$ cat config.mk
export PLATFORM = sky130hd
export DESIGN_NAME = pm_status_bank
export DESIGN_NICKNAME = d
export VERILOG_FILES = /design/src/rtl/pm_status_pkg.sv /design/src/rtl/pm_rst_sync.sv /design/src/rtl/pm_sts_cell.sv /design/src/rtl/pm_route.sv /design/src/rtl/pm_status_bank.sv
export SDC_FILE = /design/constraint.sdc
export NUM_CORES = 1
export LEC_CHECK = 0
export ABC_AREA = 1
export CAP_MARGIN = 5
export CORE_ASPECT_RATIO = 1.25
export CORE_MARGIN = 1
export CORE_UTILIZATION = 35
export CTS_CLUSTER_SIZE = 30
export DETAILED_ROUTE_END_ITERATION = 7
export PLACE_DENSITY = 0.77
export REMOVE_ABC_BUFFERS = 1
export SYNTH_ARGS = -nofsm -noshare
export SYNTH_HDL_FRONTEND = slang
export SYNTH_SLANG_ARGS = --single-unit
$ cat constraint.sdc
create_clock -name clk -period 1.4 [get_ports clk]
set_clock_uncertainty 0.2 [all_clocks]
set_input_delay 0.28 -clock clk [delete_from_list [all_inputs] [get_ports clk]]
set_output_delay 0.28 -clock clk [all_outputs]
set_load 0.01 [all_outputs]
$ cat src/rtl/pm_status_pkg.sv
package pm_status_pkg;
  localparam int STS_W       = 16;
  localparam int OVR_BIT     = 11;
  localparam int RTC_BIT     = 10;
  localparam int MGMT_BIT    = 9;
  localparam int BTN_BIT     = 8;
  localparam int GBL_BIT     = 5;
  localparam int SCI_SEL_BIT = 0;

  // status bits that exist in hardware
  localparam logic [STS_W-1:0] IMPL_MASK = (STS_W'(1) << OVR_BIT) | (STS_W'(1) << RTC_BIT) |
                                           (STS_W'(1) << MGMT_BIT) | (STS_W'(1) << BTN_BIT) |
                                           (STS_W'(1) << GBL_BIT);
  // status bits that ignore the resume-well reset
  localparam logic [STS_W-1:0] KEEP_MASK = STS_W'(1) << OVR_BIT;
  // writable enable bits
  localparam logic [STS_W-1:0] EN_MASK   = (STS_W'(1) << RTC_BIT) | (STS_W'(1) << BTN_BIT) |
                                           (STS_W'(1) << SCI_SEL_BIT);

  typedef enum logic {SEL_STS = 1'b0, SEL_EN = 1'b1} reg_sel_e;

  localparam int NUM_RST = 3;
  typedef enum int {RST_RSM = 0, RST_HARD = 1, RST_EN = 2} rst_idx_e;
endpackage

$ cat src/rtl/pm_rst_sync.sv
module pm_rst_sync #(
  parameter int STAGES = 2
) (
  input  logic clk,
  input  logic arst_n,
  output logic srst_n
);
  logic [STAGES-1:0] chain_q;
  logic [STAGES-1:0] chain_d;

  always_comb chain_d = {chain_q[STAGES-2:0], 1'b1};

  always_ff @(posedge clk or negedge arst_n) begin
    if (!arst_n) chain_q <= '0;
    else         chain_q <= chain_d;
  end

  assign srst_n = chain_q[STAGES-1];
endmodule

$ cat src/rtl/pm_sts_cell.sv
module pm_sts_cell (
  input  logic clk,
  input  logic rst_n,
  input  logic set_i,
  input  logic clr_i,
  output logic q_o
);
  logic q_d;
  logic q_en;

  // a set in the same cycle as a clear wins
  always_comb begin
    q_en = set_i | clr_i;
    q_d  = set_i | (q_o & ~clr_i);
  end

  always_ff @(posedge clk or negedge rst_n) begin
    if (!rst_n)    q_o <= 1'b0;
    else if (q_en) q_o <= q_d;
  end
endmodule

$ cat src/rtl/pm_route.sv
module pm_route
  import pm_status_pkg::*;
(
  input  logic [STS_W-1:0] sts_i,
  input  logic [STS_W-1:0] en_i,
  input  logic             in_sleep_i,
  output logic             sci_o,
  output logic             smi_o,
  output logic             wake_o
);
  logic maskable_wake;
  logic host_evt;

  always_comb begin
    maskable_wake = (sts_i[BTN_BIT] & en_i[BTN_BIT]) | (sts_i[RTC_BIT] & en_i[RTC_BIT]);
    host_evt      = maskable_wake | sts_i[OVR_BIT];
    sci_o         = (host_evt & en_i[SCI_SEL_BIT]) | sts_i[GBL_BIT];
    smi_o         = host_evt & ~en_i[SCI_SEL_BIT];
    wake_o        = (maskable_wake & in_sleep_i) | sts_i[MGMT_BIT];
  end
endmodule

$ cat src/rtl/pm_status_bank.sv
module pm_status_bank
  import pm_status_pkg::*;
#(
  parameter int RST_STAGES = 2
) (
  input  logic             clk,
  input  logic             hard_rst_n,
  input  logic             rsm_rst_n,
  input  logic             rtc_alarm_i,
  input  logic             mgmt_wake_i,
  input  logic             pwrbtn_i,
  input  logic             pwrbtn_ovr_i,
  input  logic             fw_rls_i,
  input  logic             in_sleep_i,
  input  logic             reg_wr_i,
  input  logic             reg_addr_i,
  input  logic [STS_W-1:0] reg_wdata_i,
  output logic [STS_W-1:0] reg_rdata_o,
  output logic             sci_o,
  output logic             smi_o,
  output logic             wake_o
);
  logic [NUM_RST-1:0] rst_raw_n;
  logic [NUM_RST-1:0] rst_sync_n;
  logic               rsm_sync_n;
  logic               hard_sync_n;
  logic               en_sync_n;

  assign rst_raw_n[RST_RSM]  = rsm_rst_n;
  assign rst_raw_n[RST_HARD] = hard_rst_n;
  assign rst_raw_n[RST_EN]   = hard_rst_n & rsm_rst_n;

  for (genvar r = 0; r < NUM_RST; r++) begin : g_rst
    pm_rst_sync #(.STAGES(RST_STAGES)) u_sync (
      .clk    (clk),
      .arst_n (rst_raw_n[r]),
      .srst_n (rst_sync_n[r])
    );
  end

  assign rsm_sync_n  = rst_sync_n[RST_RSM];
  assign hard_sync_n = rst_sync_n[RST_HARD];
  assign en_sync_n   = rst_sync_n[RST_EN];

  // register port decode
  logic             wr_sts;
  logic             wr_en;
  logic [STS_W-1:0] set_vec;
  logic [STS_W-1:0] clr_vec;

  always_comb begin
    wr_sts  = reg_wr_i & (reg_addr_i == SEL_STS) & hard_sync_n;
    wr_en   = reg_wr_i & (reg_addr_i == SEL_EN);
    clr_vec = {STS_W{wr_sts}} & reg_wdata_i & IMPL_MASK;
    set_vec = '0;
    set_vec[OVR_BIT]  = pwrbtn_ovr_i;
    set_vec[RTC_BIT]  = rtc_alarm_i;
    set_vec[MGMT_BIT] = mgmt_wake_i;
    set_vec[BTN_BIT]  = pwrbtn_i;
    set_vec[GBL_BIT]  = fw_rls_i;
  end

  // status bits, one cell per implemented position
  logic [STS_W-1:0] sts_q;

  for (genvar b = 0; b < STS_W; b++) begin : g_sts
    if (IMPL_MASK[b]) begin : g_impl
      logic cell_rst_n;
      if (KEEP_MASK[b]) begin : g_keep
        assign cell_rst_n = 1'b1;
      end else begin : g_rsm
        assign cell_rst_n = rsm_sync_n;
      end
      pm_sts_cell u_cell (
        .clk   (clk),
        .rst_n (cell_rst_n),
        .set_i (set_vec[b]),
        .clr_i (clr_vec[b]),
        .q_o   (sts_q[b])
      );
    end else begin : g_rsvd
      assign sts_q[b] = 1'b0;
    end
  end

  // enable register
  logic [STS_W-1:0] en_q;
  logic [STS_W-1:0] en_d;

  always_comb en_d = reg_wdata_i & EN_MASK;

  always_ff @(posedge clk or negedge en_sync_n) begin
    if (!en_sync_n)  en_q <= '0;
    else if (wr_en)  en_q <= en_d;
  end

  always_comb reg_rdata_o = (reg_addr_i == SEL_EN) ? en_q : sts_q;

  pm_route u_route (
    .sts_i      (sts_q),
    .en_i       (en_q),
    .in_sleep_i (in_sleep_i),
    .sci_o      (sci_o),
    .smi_o      (smi_o),
    .wake_o     (wake_o)
  );
endmodule

==> metrics.yaml, run 1 <==
synth:
  async_reset_ff_share_pct: 92.9
  ys_warn_count: 0
  synth_top_area_share_pct: 45.7
  synth_cell_types: 15
  synth.ff_latch_count: 14
  synth_ff_type: "dfrtp_1"
  synth_edf_count: 1
  synth_top_area_cell: "dfrtp_1"
  syn_area_um2: 712
  synth_most_common_cell: "nand2_1"
  synth_area_per_cell_um2: 8.28
  synthCells: 86
  yosysSeqAreaShare_pct: 49.9
  synth.area.top_cells: "dfrtp_1 46%, nand2_1 16%, buf_4 12%, inv_1 6.3%, edfxtp_1 4.2%"
  synth_commonest_cells: "31 x nand2_1, 13 x dfrtp_1, 12 x inv_1"
sta:
  layout_min_cycle_time_ps: 1550
  worst_slack_ps: -150
  finalSetupViolations: 6
  slew_violations: 0
  rsz0062_at_grt: "yes"
  finalHoldViolCount: 0
  timing.fmax_ghz: 0.645
  holdWs_ps: 154
  post-route-period-util_pct: 111
floorplan:
  die_w_um: 42.3
  design.die.area_um2: 2220
  start_util_pct: 38.9
  fp-row-count: 17
  core_area_um2: 1830
  die_h_um: 52.4
  pin_count: 46
power:
  peakVddDrop_v: 0.000647
  pwr-share-comb_pct: 22.9
  p_int_uw: 707
  p_seq_share_pct: 47.6
  p_total_uw: 944
  clockPowerShare_pct: 29.5
  powerDensity_nw_per_um2: 867
  leakage_uw: 0.000598
  power_switching_uw: 237
  swShare_pct: 25.1
placement:
  placed_area_um2: 1020
  dp.cells: 141
  dp_hpwl_um: 1150
  port_buffers: 25
  globalplace.congestion: 0.817
setup_path:
  reg2reg_depth: 4
  crit_type: "reg2out"
  timing.critical_path.cells: "nand2_2 > nand3_2 > nand2_1 > nand2_1 > buf_2"
  cpMostUsedCell: "nand2_1"
  critPathArrivalTime_ps: 1070
  startpoint_type: "flop"
  timing.rr.start: "g_sts[11].g_impl.u_cell.q_o"
  cp_max_fo: 2
  reg2reg_setup_slack_ps: 200
  worstPathRequired_ps: 920
  max_stage_delay_ps: 400
  slowest_stage: "dfrtp_1"
  worstSetupEndpointType: "primary output"
  timing.rr.end: "g_sts[11].g_impl.u_cell.q_o"
global_routing:
  grt_pass1_vias: 621
  grt_use_total_pct: 14.2
  grt_pass1_wl_um: 2330
  grt_antenna_before_repair: 0
  grt_start_max_net_pins: 9
  grt_overflow: 0
clock_tree:
  cts_buffers: 3
  clkLatencyLatePin_ps: 270
  cts_buffer_depth: 2
  cts_tree: "done"
  cts_root_buf: "clkbuf_4"
  path_clk_slew_ps: 70
  cts.htree.levels: 1
  cts_sinks: 14
route:
  vias_per_cell: 4.21
  ant_nets: 0
  routedWlPerCell_um: 8.88
  vias: 631
  routed_wl_um: 1330
  drc: 0
  drtIter0Drc: 7
  first_pass_iters: 3
layout:
  syn2layout_area_growth_pct: 53.1
  final_util_pct: 59.6
  n_antenna_cell: 0
  finalInstanceArea_um2: 1090
  instances_no_fill: 150
  nets: 159
  layout-drive-gt1-share_pct: 30.5
outcome:
  violations: "setup timing"
  outcome: "complete, but fails checks"
hold_path:
  hold_start: "g_rst[2].u_sync.chain_q[0]"
  hold_path_depth: 0
  min_path_type: "reg2reg"
  holdPathEnd: "g_rst[2].u_sync.chain_q[1]"
flow_run:
  drv_cap: 0
-- layout make-up --
| type | count | area [µm²] |
|---|---|---|
| clock buffer | 4 | 36.3 |
| fill | 166 | 739 |
| inverter | 13 | 53.8 |
| multi-input combinational | 58 | 268 |
| sequential | 14 | 355 |
| tap | 19 | 23.8 |
| timing repair buffer | 42 | 353 |
-- cell families after synthesis --
logic type	count (synthesis)	share of synthesized area [%]
AO/OA/AOI/OAI	1	1.23
buffers and inverters	25	20.7
flip-flops	14	49.9
other	2	1.05
AND/OR/NAND/NOR	44	27.1
-- flip-flops by register name, summed over array words and instances (netlist names) --
signal,count
en_q,3
g_rst.u_sync.chain_q,6
g_sts.g_impl.u_cell.q_o,5
-- metrics by stage --
step	setup slack, ps	TNS (ps)
CTS	-166	-793
finish	-150	-676
floorplan	256	0
detailed placement	-675	-6250
global route	-253	-1290
global placement	-623	-5850
-- power groups by stage --
stage	combinational [µW]	sequential, µW	clock [µW]
6_report	216	450	278
5_1_grt	242	453	317
4_1_cts	218	450	295
3_5_place_dp	216	459	0
3_3_place_gp	212	457	0
2_1_floorplan	79.1	455	0
-- critical path: cells and delay by family, from the launching register on --
| kind | cells | cell delay (ps) |
|---|---|---|
| flops | 1 | 400 |
| simple gates | 4 | 270 |
| buf+inv | 1 | 130 |
-- worst max path at each step --
stage                                           start               to  cells past startpoint
after global routing                         en_q[10]            sci_o                      5
after global placement                     reg_addr_i   reg_rdata_o[8]                      5
after detailed placement                   reg_addr_i  reg_rdata_o[10]                      5
after floorplan                               en_q[8]            sci_o                      4
final                      g_sts[8].g_impl.u_cell.q_o            sci_o                      5
after CTS                 g_sts[11].g_impl.u_cell.q_o            sci_o                      5
-- timing repair --
item,CTS,global route
hold buffers,4,0
resized for setup,46,3
cloned,0,0
buffers inserted,1,0
hold endpoints to repair,11,0
pin swaps,5,7
setup endpoints to repair,9,9
-- layer usage --
layer | track usage [%] | vias to the layer above | routed length (µm)
li1 | - | 324 | -
met1 | 13.5 | 276 | 522
met2 | 26.7 | 28 | 693
met3 | 3.79 | 3 | 94
met4 | 8.85 | 0 | 22
met5 | 0 | - | 0
-- cells in the final DEF, fill, tap and decap left out --
cell type,Yosys,final
clkdlybuf4s50_1,0,15
nand4_1,4,4
inv_6,1,1
nor2_2,1,2
inv_1,12,9
buf_6,1,3
nor2_1,3,2
edfxtp_1,1,1
clkbuf_4,0,3
nand2_2,1,5
nand3_1,3,2
inv_2,0,3
nand3_2,0,1
buf_4,11,10
clkbuf_8,0,1
buf_2,0,9
conb_1,2,13
dlygate4sd3_1,0,4
dlygate4sd2_1,0,1
nand2_1,31,27
nand4_2,1,1
a21oi_2,1,1
dfrtp_1,13,13
Power figures use the tool's default switching activity.
==> run 2, diff against run 1 <==
--- a/config.mk
+++ b/config.mk
@@ -12,6 +12,7 @@
 export CORE_UTILIZATION = 35
 export CTS_CLUSTER_SIZE = 30
 export DETAILED_ROUTE_END_ITERATION = 7
+export HOLD_SLACK_MARGIN = 0.12
 export PLACE_DENSITY = 0.77
 export REMOVE_ABC_BUFFERS = 1
 export SYNTH_ARGS = -nofsm -noshare
==> constraint.sdc (replaced) <==
create_clock -name clk -period 1.4 [get_ports clk]
set_clock_uncertainty 0.2 [all_clocks]
set_input_delay 0.35 -clock clk [delete_from_list [all_inputs] [get_ports clk]]
set_output_delay 0.35 -clock clk [all_outputs]
set_load 0.01 [all_outputs]
==> metrics.yaml, run 2 (same netlist as run 1, synthesis figures left out) <==
clock_tree:
  clkLatencyLatePin_ps: 270
  cts_sinks: 14
  cts.htree.levels: 1
  cts_buffer_depth: 2
  path_clk_slew_ps: 70
  cts_buffers: 3
  cts_root_buf: "clkbuf_4"
  cts_tree: "done"
setup_path:
  startpoint_type: "flop"
  crit_buf_inv: 1
  crit_type: "reg2out"
  worstSetupEndpointType: "primary output"
  worstPathRequired_ps: 850
  crit_family: "flip-flops"
  slowest_stage: "dfrtp_1"
  cp_max_fo: 2
  cpMostUsedCell: "nand2_1"
  timing.critical_path.cells: "nand2_2 > nand3_2 > nand2_1 > nand2_1 > buf_2"
  critPathArrivalTime_ps: 1070
  max_stage_delay_ps: 400
route:
  drtIter0Drc: 7
  routedWlPerCell_um: 8.89
  vias: 631
  drc: 0
  first_pass_iters: 3
  ant_nets: 0
  vias_per_cell: 4.21
  routed_wl_um: 1330
sta:
  layout_min_cycle_time_ps: 1620
  timing.fmax_ghz: 0.617
  finalHoldViolCount: 0
  rsz0062_at_grt: "yes"
  finalSetupViolations: 9
  worst_slack_ps: -220
  post-route-period-util_pct: 116
  tns_ps: -1240
  slew_violations: 0
global_routing:
  grt_use_total_pct: 14.2
  grt_antenna_before_repair: 0
  grt_start_max_net_pins: 9
  grt_overflow: 0
  grt_pass1_vias: 621
  grt_pass1_wl_um: 2330
floorplan:
  die_h_um: 52.4
  design.die.area_um2: 2220
  core_area_um2: 1830
  start_util_pct: 38.9
  die_w_um: 42.3
  pin_count: 46
  fp-row-count: 17
power:
  peakVddDrop_v: 0.000647
  leakage_uw: 0.000598
  clockPowerShare_pct: 29.5
  powerDensity_nw_per_um2: 866
  swShare_pct: 25.1
  power_switching_uw: 237
  p_total_uw: 945
  p_int_uw: 707
  p_seq_share_pct: 47.6
  pwr-share-comb_pct: 22.9
placement:
  dp_hpwl_um: 1150
  post-place-ws_ps: -815
  globalplace.congestion: 0.817
  port_buffers: 25
layout:
  final_cell_mix: "27 x nand2_1, 15 x clkdlybuf4s50_1, 13 x conb_1, 13 x dfrtp_1, 10 x buf_4"
  fill_cells: 165
  n_antenna_cell: 0
  regMostFlops: "g_rst.u_sync.chain_q"
  nets: 159
  syn2layout_area_growth_pct: 53.3
  layout-drive-gt1-share_pct: 30.5
  final_common_cell: "nand2_1"
  top_regs: "g_rst.u_sync.chain_q: 6 flops, g_sts.g_impl.u_cell.q_o: 5 flops, en_q: 3 flops"
  largest_register_ffs: 6
flow_run:
  drv_cap: 0
outcome:
  violations: "setup timing"
  outcome: "complete, but fails checks"
hold_path:
  min_path_type: "reg2reg"
==> run 2: cell types whose count changed in the layout (fill, tap and decap cells not counted), sizes merged <==
| cell | delta |
|---|---|
| clkdlybuf4s15 | +1 |
| dlygate4sd2 | -1 |
==> run 2: power groups by stage <==
| stage | logic (µW) | registers, µW | clock network, µW |
|---|---|---|---|
| CTS | 218 | 450 | 295 |
| global placement | 212 | 457 | 0 |
| floorplan | 79.1 | 455 | 0 |
| global route | 242 | 453 | 317 |
| finish | 217 | 450 | 278 |
| detailed placement | 216 | 459 | 0 |
==> run 2: final timing paths <==
| kind | slack (ps) | end | startpoint | cells after the start |
|---|---|---|---|---|
| min in group asynchronous | 370 | en_q[0] | g_rst[2].u_sync.chain_q[1] | 1 |
| min reg2reg | 150 | g_rst[2].u_sync.chain_q[1] | g_rst[2].u_sync.chain_q[0] | 0 |
| max reg2reg | 200 | g_sts[11].g_impl.u_cell.q_o | g_sts[11].g_impl.u_cell.q_o | 4 |
| max in group asynchronous | 140 | g_rst[2].u_sync.chain_q[1] | rsm_rst_n | 4 |
| max | -220 | sci_o | g_sts[8].g_impl.u_cell.q_o | 5 |
| min | 150 | g_rst[2].u_sync.chain_q[1] | g_rst[2].u_sync.chain_q[0] | 0 |
==> run 2: metal layers <==
layer / wire length [µm] / GRT usage, % / share of wire [%]
met4: 22 / 8.85 / 1.7
met5: 0 / 0 / 0
met2: 693 / 26.7 / 52
met3: 94 / 3.79 / 7.1
met1: 523 / 13.5 / 39
==> run 2: what timing repair did <==
| item | in CTS | in global routing |
|---|---|---|
| endpoints found under the setup margin | 11 | 9 |
| pin swaps | 6 | 8 |
| hold buffers | 4 | 0 |
| resized for setup | 47 | 3 |
| hold endpoints to repair | 11 | 0 |
| buffers inserted | 1 | 0 |
==> run 2: worst register-to-register path: stages (launching register included) <==
cell      delay (ps)
edfxtp_1         410
buf_4            150
buf_4            110
nand2_1           50
nand2_1           40
==> run 2: final cells by class <==
class,count,area (µm²),share of cell area (%)
Clock buffer,4,36.3,3.33
Sequential cell,14,355,32.6
Multi-Input combinational cell,58,268,24.5
Inverter,13,53.8,4.93
Tap cell,19,23.8,2.18
Timing Repair Buffer,42,354,32.5
==> run 2: through the flow <==
step	util (%)	area, µm²	hold slack, ps	std cells
floorplan	-	659	-173	85
global placement	56.0	1020	-164	141
detailed placement	56.0	1020	-163	141
CTS	59.5	1090	154	150
global route	59.6	1090	165	150
finish	59.6	1090	154	150
==> run 3, diff against run 2 <==
--- a/config.mk
+++ b/config.mk
@@ -8,13 +8,14 @@
 export ABC_AREA = 1
 export CAP_MARGIN = 5
 export CORE_ASPECT_RATIO = 1.25
-export CORE_MARGIN = 1
+export CORE_MARGIN = 2
 export CORE_UTILIZATION = 35
 export CTS_CLUSTER_SIZE = 30
 export DETAILED_ROUTE_END_ITERATION = 7
 export HOLD_SLACK_MARGIN = 0.12
 export PLACE_DENSITY = 0.77
 export REMOVE_ABC_BUFFERS = 1
+export SKIP_CTS_REPAIR_TIMING = 1
 export SYNTH_ARGS = -nofsm -noshare
 export SYNTH_HDL_FRONTEND = slang
 export SYNTH_SLANG_ARGS = --single-unit
==> metrics.yaml, run 3 (same netlist as run 1, synthesis figures left out) <==
outcome:
  outcome: "complete, but fails checks"
  violations: "setup timing"
layout:
  fill_cells: 195
  multi_input_area_um2: 270
  top_regs: "g_rst.u_sync.chain_q: 6 flops, g_sts.g_impl.u_cell.q_o: 5 flops, en_q: 3 flops"
  final_util_pct: 55.1
  largest_register_ffs: 6
  final_cell_mix: "28 x nand2_1, 15 x clkdlybuf4s50_1, 13 x conb_1, 13 x dfrtp_1, 12 x buf_4"
  final_common_cell: "nand2_1"
  syn2layout_area_growth_pct: 51.7
  seq_area_um2: 355
  nets: 159
  finalInstanceArea_um2: 1080
  instances_no_fill: 151
  layout-drive-gt1-share_pct: 30.5
  regMostFlops: "g_rst.u_sync.chain_q"
  n_antenna_cell: 0
sta:
  finalHoldViolCount: 0
  rsz0062_at_grt: "yes"
  worst_slack_ps: -246
  slew_violations: 0
  tns_ps: -1280
  timing.fmax_ghz: 0.607
  post-route-period-util_pct: 118
  layout_min_cycle_time_ps: 1650
  finalSetupViolations: 9
floorplan:
  die_h_um: 54.4
  start_util_pct: 36.3
  die_w_um: 44.3
  pin_count: 46
  design.die.area_um2: 2410
  fp-row-count: 18
  core_area_um2: 1960
route:
  vias_per_cell: 4.21
  vias: 636
  routedWlPerCell_um: 9.56
  first_pass_iters: 4
  wl_met3_um: 95
  highest_layer: "met4"
  drc: 0
  routed_wl_um: 1440
  ant_nets: 0
  drtIter0Drc: 9
  wl_met1_um: 545
  dr_wl_met2_um: 780
power:
  powerDensity_nw_per_um2: 823
  peakVddDrop_v: 0.000518
  leakage_uw: 0.000598
hold_path:
  min_path_type: "reg2reg"
global_routing:
  grt_pass1_vias: 585
  grt_antenna_before_repair: 0
  grt_use_total_pct: 12.7
  grt_overflow: 0
  grt_pass1_wl_um: 2240
  grt_start_max_net_pins: 9
setup_path:
  max_stage_delay_ps: 390
  crit_type: "reg2out"
  worstPathRequired_ps: 850
  cp_max_fo: 2
  cpMostUsedCell: "nand2_1"
  slowest_stage: "dfrtp_1"
  timing.critical_path.cells: "nand2_1 > nand3_2 > nand2_2 > nand2_1 > clkbuf_2"
  critPathArrivalTime_ps: 1100
  worstSetupEndpointType: "primary output"
  startpoint_type: "flop"
clock_tree:
  cts_buffer_depth: 2
  clkLatencyLatePin_ps: 270
  cts_root_buf: "clkbuf_4"
  cts_tree: "done"
  path_clk_slew_ps: 90
  cts_buffers: 3
  cts.htree.levels: 1
  cts_sinks: 14
placement:
  dp_hpwl_um: 1190
  post-place-ws_ps: -769
  placed_area_um2: 1020
  port_buffers: 25
  globalplace.congestion: 0.804
  dp.cells: 141
flow_run:
  drv_cap: 0
[run 3: cell count changes in the layout (fill, tap and decap cells not counted), moves of 2 or more]
cell / previous run / this run
nor2_1: 2 / 0
buf_4: 10 / 12
clkbuf_2: 0 / 3
buf_2: 9 / 6
nor2_2: 2 / 4
buf_6: 3 / 1
[run 3: layout make-up]
cell class / count / share of cell area [%]
Inverter: 13 / 4.98
Clock buffer: 4 / 2.43
Timing Repair Buffer: 42 / 32.3
Tap cell: 20 / 2.32
Multi-Input combinational cell: 58 / 25.0
Sequential cell: 14 / 32.9
[run 3: layer usage]
metal | up-vias | track usage, %
met5 | - | 0
met4 | 0 | 5.56
met3 | 2 | 3.30
met2 | 24 | 23.3
met1 | 283 | 13.8
li1 | 327 | -
[run 3: critical path: cells and delay by family (launching register included)]
kind | cells | cell delay (ps)
buf+inv | 1 | 120
flops | 1 | 390
simple gates | 4 | 320
[run 3: power breakdown]
part | switching, µW | internal [µW]
combinational | 102 | 113
clock | 115 | 110
sequential | 14.7 | 433
total | 232 | 656
[run 3: final timing paths]
kind	end	from	depth (start not counted)	slack [ps]
worst max-delay path	sci_o	g_sts[8].g_impl.u_cell.q_o	5	-250
worst min-delay path	g_rst[2].u_sync.chain_q[1]	g_rst[2].u_sync.chain_q[0]	0	160
worst max register to register	g_sts[11].g_impl.u_cell.q_o	g_rst[1].u_sync.chain_q[1]	2	300
worst min register to register	g_rst[2].u_sync.chain_q[1]	g_rst[2].u_sync.chain_q[0]	0	160
max in group asynchronous	g_rst[2].u_sync.chain_q[1]	hard_rst_n	4	120
min in group asynchronous	en_q[0]	g_rst[2].u_sync.chain_q[1]	1	380
[run 3: per-stage QoR]
step / total power, µW / hold slack [ps]
detailed placement: 671 / -160
finish: 889 / 155
floorplan: 534 / -173
global placement: 667 / -164
global route: 958 / 170
CTS: 899 / -153
